[config.mk]
export PLATFORM = sky130hd
export DESIGN_NAME = battery_test_sched
export DESIGN_NICKNAME = d
export VERILOG_FILES = /design/src/rtl/bts_pkg.sv /design/src/rtl/bts_counter.sv /design/src/rtl/bts_fsm.sv /design/src/rtl/bts_verdict.sv /design/src/rtl/battery_test_sched.sv
export SDC_FILE = /design/constraint.sdc
export NUM_CORES = 1
export LEC_CHECK = 0
export CAP_MARGIN = 10
export CORE_MARGIN = 8
export CORE_UTILIZATION = 30
export CTS_BUF_LIST = sky130_fd_sc_hd__clkbuf_16
export DETAILED_ROUTE_END_ITERATION = 8
export PLACE_DENSITY = 0.48
export SLEW_MARGIN = 40
export SYNTH_ARGS = -nofsm -noshare
export SYNTH_HDL_FRONTEND = slang
export SYNTH_SLANG_ARGS = --single-unit
[constraint.sdc]
create_clock -name clk_i -period 1.7 [get_ports clk_i]
set_input_delay 0.34 -clock clk_i [delete_from_list [all_inputs] [get_ports clk_i]]
set_output_delay 0.34 -clock clk_i [all_outputs]
set_load 0.005 [all_outputs]
[src/rtl/bts_pkg.sv]
package bts_pkg;
  typedef enum logic [1:0] {
    ST_OFF  = 2'd0,
    ST_PUP  = 2'd1,
    ST_IDLE = 2'd2,
    ST_PER  = 2'd3
  } bts_state_e;
endpackage

[src/rtl/bts_counter.sv]
module bts_counter #(
  parameter int unsigned LIMIT = 2
) (
  input  logic clk_i,
  input  logic rst_ni,
  input  logic clr_i,
  input  logic en_i,
  output logic last_o
);
  localparam int unsigned W = (LIMIT > 1) ? $clog2(LIMIT) : 1;
  localparam logic [W-1:0] TOP = W'(LIMIT - 1);

  logic [W-1:0] cnt_q;

  assign last_o = en_i && (cnt_q == TOP);

  always_ff @(posedge clk_i or negedge rst_ni) begin
    if (!rst_ni)                cnt_q <= '0;
    else if (clr_i || last_o)   cnt_q <= '0;
    else if (en_i)              cnt_q <= cnt_q + 1'b1;
  end
endmodule

[src/rtl/bts_fsm.sv]
module bts_fsm
  import bts_pkg::*;
(
  input  logic       clk_i,
  input  logic       rst_ni,
  input  logic       pwr_good_i,
  input  logic       recov_done_i,
  input  logic       win_last_i,
  input  logic       ivl_last_i,
  output bts_state_e state_o
);
  bts_state_e state_q, state_d;

  always_comb begin
    state_d = state_q;
    unique case (state_q)
      ST_OFF:  if (pwr_good_i && recov_done_i) state_d = ST_PUP;
      ST_PUP,
      ST_PER: begin
        if (!pwr_good_i)     state_d = ST_OFF;
        else if (win_last_i) state_d = ST_IDLE;
      end
      ST_IDLE: begin
        if (!pwr_good_i)     state_d = ST_OFF;
        else if (ivl_last_i) state_d = ST_PER;
      end
      default: state_d = ST_OFF;
    endcase
  end

  always_ff @(posedge clk_i or negedge rst_ni) begin
    if (!rst_ni) state_q <= ST_OFF;
    else         state_q <= state_d;
  end

  assign state_o = state_q;
endmodule

[src/rtl/bts_verdict.sv]
module bts_verdict (
  input  logic clk_i,
  input  logic rst_ni,
  input  logic sample_i,
  input  logic below_i,
  input  logic commit_i,
  input  logic pup_i,
  output logic warn_o
);
  logic fail_q, warn_q, result;

  assign result = fail_q | below_i;

  // accumulator discarded whenever no test is live (incl. power abort)
  always_ff @(posedge clk_i or negedge rst_ni) begin
    if (!rst_ni)                    fail_q <= 1'b0;
    else if (!sample_i || commit_i) fail_q <= 1'b0;
    else if (below_i)               fail_q <= 1'b1;
  end

  always_ff @(posedge clk_i or negedge rst_ni) begin
    if (!rst_ni)       warn_q <= 1'b0;
    else if (commit_i) warn_q <= pup_i ? result : (warn_q | result);
  end

  assign warn_o = warn_q;
endmodule

[src/rtl/battery_test_sched.sv]
module battery_test_sched
  import bts_pkg::*;
#(
  parameter int unsigned INTERVAL_CYC = 86400,
  parameter int unsigned WINDOW_CYC   = 1
) (
  input  logic clk_i,
  input  logic rst_ni,
  input  logic pwr_good_i,
  input  logic recov_done_i,
  input  logic below_trip_i,
  output logic load_en_o,
  output logic batt_warn_pull_o
);
  bts_state_e state;
  logic in_test, in_idle, win_last, ivl_last, sample;

  assign in_test = (state == ST_PUP) || (state == ST_PER);
  assign in_idle = (state == ST_IDLE);
  assign sample  = in_test && pwr_good_i;

  bts_fsm u_fsm (
    .clk_i        (clk_i),
    .rst_ni       (rst_ni),
    .pwr_good_i   (pwr_good_i),
    .recov_done_i (recov_done_i),
    .win_last_i   (win_last),
    .ivl_last_i   (ivl_last),
    .state_o      (state)
  );

  bts_counter #(.LIMIT(WINDOW_CYC)) u_win (
    .clk_i  (clk_i),
    .rst_ni (rst_ni),
    .clr_i  (!in_test),
    .en_i   (sample),
    .last_o (win_last)
  );

  bts_counter #(.LIMIT(INTERVAL_CYC)) u_ivl (
    .clk_i  (clk_i),
    .rst_ni (rst_ni),
    .clr_i  (!in_idle),
    .en_i   (in_idle && pwr_good_i),
    .last_o (ivl_last)
  );

  bts_verdict u_verdict (
    .clk_i    (clk_i),
    .rst_ni   (rst_ni),
    .sample_i (sample),
    .below_i  (below_trip_i),
    .commit_i (sample && win_last),
    .pup_i    (state == ST_PUP),
    .warn_o   (batt_warn_pull_o)
  );

  // load drops in the same cycle power is lost
  assign load_en_o = sample;
endmodule

**Word-level counts from Yosys, hierarchy flattened**

Index checks and enable logic that the tools add are counted.

- Bits of input ports: 5
- Register bits after elaboration: 22

- Add/subtract/negate cells: 2
- Equality and inequality tests: 7
- Bitwise gates (word level): 3
- Reductions and logical operators: 19
- Muxes and demuxes: 13

Operator list:

| operator | number |
|---|---|
| $mux W17 | 2 |
| $add A17 B1 Y17 const B | 1 |
| $eq A17 B17 Y1 const B | 1 |
| $mux W2 | 5 |
| $logic_and A1 B1 Y1 | 6 |
| $ne A3 B2 Y1 const B | 2 |
| $pmux W2 S3 | 1 |
| $reduce_bool A2 Y1 | 3 |
| $mux W1 | 5 |
| $eq A2 B2 Y1 const B | 2 |
| $logic_or A1 B1 Y1 | 4 |
| $logic_not A1 Y1 | 3 |
| $reduce_and A3 Y1 | 1 |
| $eq A2 B1 Y1 const B | 1 |
| $logic_not A2 Y1 | 1 |
| $ne A2 B1 Y1 const B | 1 |
| $or A1 B1 Y1 | 2 |
| $reduce_or A2 Y1 | 1 |
| $add A1 B1 Y1 const B | 1 |
| $not A1 Y1 | 1 |

**Depth between registers and ports, before layout**

Gate-level depths: netlist (run 1).

- Depth after elaboration: 7
- Depth in mapped cells: 7
- Mapped depth without buffers: 5

**By module**

A second synthesis (run 1) with hierarchy kept.

- Cell total of the unflattened synthesis: 116
- Area total of the unflattened synthesis: 1159.9 um^2

By module, submodules not included:

| module | times used | sequential area each (um^2) | area each (um^2) | cells each |
|---|---|---|---|---|
| bts_counter at u_ivl | 1 | 425.4 | 910.9 | 94 |
| bts_fsm | 1 | 50.0 | 86.3 | 7 |
| bts_verdict | 1 | 50.0 | 77.6 | 6 |
| bts_counter at u_win | 1 | 25.0 | 46.3 | 3 |
| battery_test_sched | 1 | 0.0 | 38.8 | 6 |

**Worst setup path before layout (run 1)**

OpenSTA, ideal clock, no wires.

- Path type: register -> register
- From: register u_ivl.cnt_q[0]
- To: register u_ivl.cnt_q[16]
- Arrival: 1.597 ns
- Stages on the path, launching flop included: 7
- Library setup time: 0.069 ns
- Path slack: 0.033 ns
- Data required time: 1.631 ns
- Period minus slack after synthesis: 1.667 ns
- Cells stage by stage: dfrtp_1 ha_1 and4_1 buf_2 nand4_2 or4b_1 nand3_1

- Longest elaborated chain between the ends: 4

Ends and longest elaborated chain:

| element | line | source |
|---|---|---|
| from (decl) | bts_counter.sv:13 | `logic [W-1:0] cnt_q;` |
| from (signal assigned) | bts_counter.sv:20 | `else if (en_i) cnt_q <= cnt_q + 1'b1;` |
| branches (longest 4 deep; another with $add A17 B1 Y17) | n/a |  |

Several ways; the timed one is not identified. The select of a mux whose other input is x is not followed.
A chain may end at the register's enable or synchronous reset.

**Final worst setup path (run 1)**

Ends and elaborated chain as after synthesis.

==> flow_metrics.tcl, run 1 <==
set metrics [dict create \
    status "finished clean" \
    p_leak_nw 0.757 \
    io_buffers 6 \
    drtAntennaViolNets 0 \
    routabilityCongestion 0.775 \
    critPathMaxFanout 4 \
    period_needed_ns 1.66 \
    finalWirelength_mm 3.25 \
    crit_type "reg -> reg" \
    period_share_pct 97.7 \
    worstSetupEndpointType "register" \
    cts_tree "yes" \
    fin_hold_ws_ns 0.438 \
    cts_root_buf "clkbuf_16" \
    synth_seq_area_share_pct 44.0 \
    worstSkewPairLatency_ns 0.26 \
    top_signal_layer_used "met4" \
    drv_slew 0 \
    die_x_um 80.6 \
    fin_area_um2 1750 \
    rsz0062_at_grt "true" \
    routed_via_density 5.33 \
    required_ns 1.90 \
    dieHeight_um 80.6 \
    tightestPinTransition_ns 0.332 \
    drive_above_1_share_pct 30.4 \
    critPathSlowestCell "or4b_1" \
    dr_wl_met2_mm 1.55 \
    r2r_cells 6 \
    clk_pin_slew_ns 0.06 \
    yosysWarningCount 0 \
    placed_area_um2 1560 \
    nets 175 \
    critPathTopFamily "simple AND/OR/NAND/NOR gates" \
    synth_cell_types 38 \
    met3WireLength_um 108 \
    num_rows 23 \
    wl_met1_mm 1.54 \
    vias 1163 \
    ios 7 \
    grt_max_degree 23 \
    first_iter_violations 56 \
    ys_ff_latch 22 \
    drv_cap 0 \
    regToRegSetupSlack_ns 0.04 \
    routedWlPerCell_um 14.9 \
    start_util_pct 31.3 \
    ir_worst_vdd_uv 385 \
    clock_sinks 22 \
    die-area_um2 6490 \
    hold_violations 0 \
    area_growth_pct 39.9 \
    hp-class "in -> async" \
    r2r-end "u_ivl.cnt_q[16]" \
    syn_inst 133 \
    coreArea_um2 4000 \
    crit_chain "ha_2, and4_4, buf_6, nand4_1, or4b_1, nand3_1" \
    p_per_area_nw_per_um2 756 \
    setup_viol 0 \
    grt.overflow.total 0 \
    grt_pass1_vias 1111 \
    drc 0 \
    fin_worst_skew_ns 0.00442 \
    cp.depth 6 \
    numCtsBuffers 3 \
    antenna_found_initial 0 \
    r2r-start "u_ivl.cnt_q[0]" \
    max_freq_mhz 602 \
    crit_arrival_ns 1.86 \
    firstDrtPassIters 4 \
    grtUsageTotal_pct 10.4 \
    max_slew_margin_pct 77.7 \
    synth_fp_nets 139 \
    dp_hpwl_mm 2.32 \
    clockBufferDepth 2 \
    slowest_delay_ns 0.47 \
    cts_hold_buffers 0 \
    critPathLaunchType "register" \
    grt_pass1_wl_mm 5.34 \
    num_antenna_cells 0 \
    setup_tns_ns 0 \
    syn_area_per_cell_um2 9.41 \
    cts_max_level 1 \
    crit_buf_inv 1 \
    netlist_area_um2 1250 \
]
## cells in the final DEF, fill, tap and decap left out, types with 2 or more instances in the layout
master	synthesis	layout
nand2_1	12	12
dfrtp_1	22	21
or4b_1	2	2
nor4b_4	0	2
nand3_1	6	6
nor2_1	10	10
nand4_1	7	7
and2_1	4	4
nand3b_1	2	2
a21oi_1	2	2
clkbuf_16	0	3
o21ai_0	7	7
and3_1	4	4
xor2_1	5	5
buf_4	0	30
nor4b_2	1	2
and4_1	5	4
o211ai_1	2	2
inv_1	5	5
a31oi_1	8	8
nand2_2	2	2
clkdlybuf4s50_1	0	5
## metrics by stage
step | util [%] | setup WS (ns) | std cells | power [mW]
after global placement | 38.9 | -0.137 | 211 | 0.666
after floorplan | - | 0.0335 | 133 | 0.599
after CTS | 42.1 | 0.0120 | 216 | 1.33
after global routing | 43.8 | -0.0555 | 218 | 1.37
final | 43.8 | 0.0393 | 218 | 1.32
after detailed placement | 38.9 | -0.156 | 211 | 0.667
## registers in the layout (all words and copies together) (netlist names)
register and count:
u_fsm.state_o 2, u_ivl.cnt_q 17, u_win.cnt_q 1, u_verdict.warn_o 1
u_verdict.fail_q 1
## report_power, final
group / switching [mW] / leakage, nW / internal, mW
registers: 0.0122 / 0.302 / 0.536
clock network: 0.200 / 0.0511 / 0.468
logic: 0.0539 / 0.404 / 0.0543
## worst max path at each step
| stage | start | end | slack, ns |
|---|---|---|---|
| CTS | u_ivl.cnt_q[0] | u_ivl.cnt_q[16] | 0.01 |
| global placement | pwr_good_i | load_en_o | -0.14 |
| global route | u_ivl.cnt_q[0] | u_ivl.cnt_q[16] | -0.06 |
| floorplan | u_ivl.cnt_q[0] | u_ivl.cnt_q[16] | 0.03 |
| finish | u_ivl.cnt_q[0] | u_ivl.cnt_q[16] | 0.04 |
| detailed placement | pwr_good_i | load_en_o | -0.16 |
## cells by family after synthesis
kind of cell | after synthesis | share of synthesized area [%]
simple gates | 68 | 33.8
compound gates | 25 | 13.3
flops | 22 | 44.0
buf+inv | 11 | 3.70
xor+xnor | 6 | 4.20
fa+ha+maj | 1 | 1.00
## cells in the mapped netlist, drive strengths merged
cell type | number | area share (%)
nor2b | 1 | 0.50
clkbuf | 3 | 1.0
nor4b | 4 | 3.3
o22ai | 1 | 0.50
a2bb2oi | 2 | 1.4
and2 | 4 | 2.0
o211ai | 2 | 1.2
inv | 5 | 1.5
a31oi | 8 | 4.0
a21oi | 2 | 0.80
nand2b | 1 | 0.50
dfrtp | 22 | 44
o31ai | 1 | 0.60
ha | 1 | 1.0
xor2 | 5 | 3.5
a22o | 1 | 0.70
nor2 | 10 | 3.0
nor4 | 2 | 1.0
nand2 | 14 | 4.6
and3 | 4 | 2.0
nand3b | 2 | 1.2
xnor2 | 1 | 0.70
buf | 3 | 1.2
and4 | 5 | 3.5
or3b | 2 | 1.4
nand4 | 8 | 4.5
nand3 | 7 | 3.2
or4 | 1 | 0.90
nor3b | 1 | 0.60
o41ai | 1 | 1.3
or4b | 2 | 1.6
o21ai | 7 | 2.8
## layer usage
| metal | global-route usage [%] | up-vias |
|---|---|---|
| li1 | - | 569 |
| met1 | 13.6 | 571 |
| met2 | 16.0 | 19 |
| met3 | 2.57 | 4 |
| met4 | 3.82 | 0 |
| met5 | 0 | - |
## cell type report
type | instances | area [µm²]
clock buffers | 3 | 75.1
clock inverters | 1 | 30.0
fillers | 386 | 2250
inverters | 5 | 18.8
multi-input cells | 100 | 717
flip-flops and latches | 22 | 552
well taps | 50 | 62.6
repair buffers | 37 | 295
## what timing repair did
item / 4_1_cts / 5_1_grt
resized for setup: 5 / 9
buffers inserted: 1 / 2
pin swaps: 1 / 2
setup endpoints to repair: 15 / 9
(Power assumes the default switching activity.)
==> run 2, diff against run 1 <==
--- a/config.mk
+++ b/config.mk
@@ -5,6 +5,7 @@
 export SDC_FILE = /design/constraint.sdc
 export NUM_CORES = 1
 export LEC_CHECK = 0
+export ABC_CLOCK_PERIOD_IN_PS = 1700
 export CAP_MARGIN = 10
 export CORE_MARGIN = 8
 export CORE_UTILIZATION = 30
==> results of run 2 <==
Same layout as run 1: the final DEF is identical, and so are final timing and power.
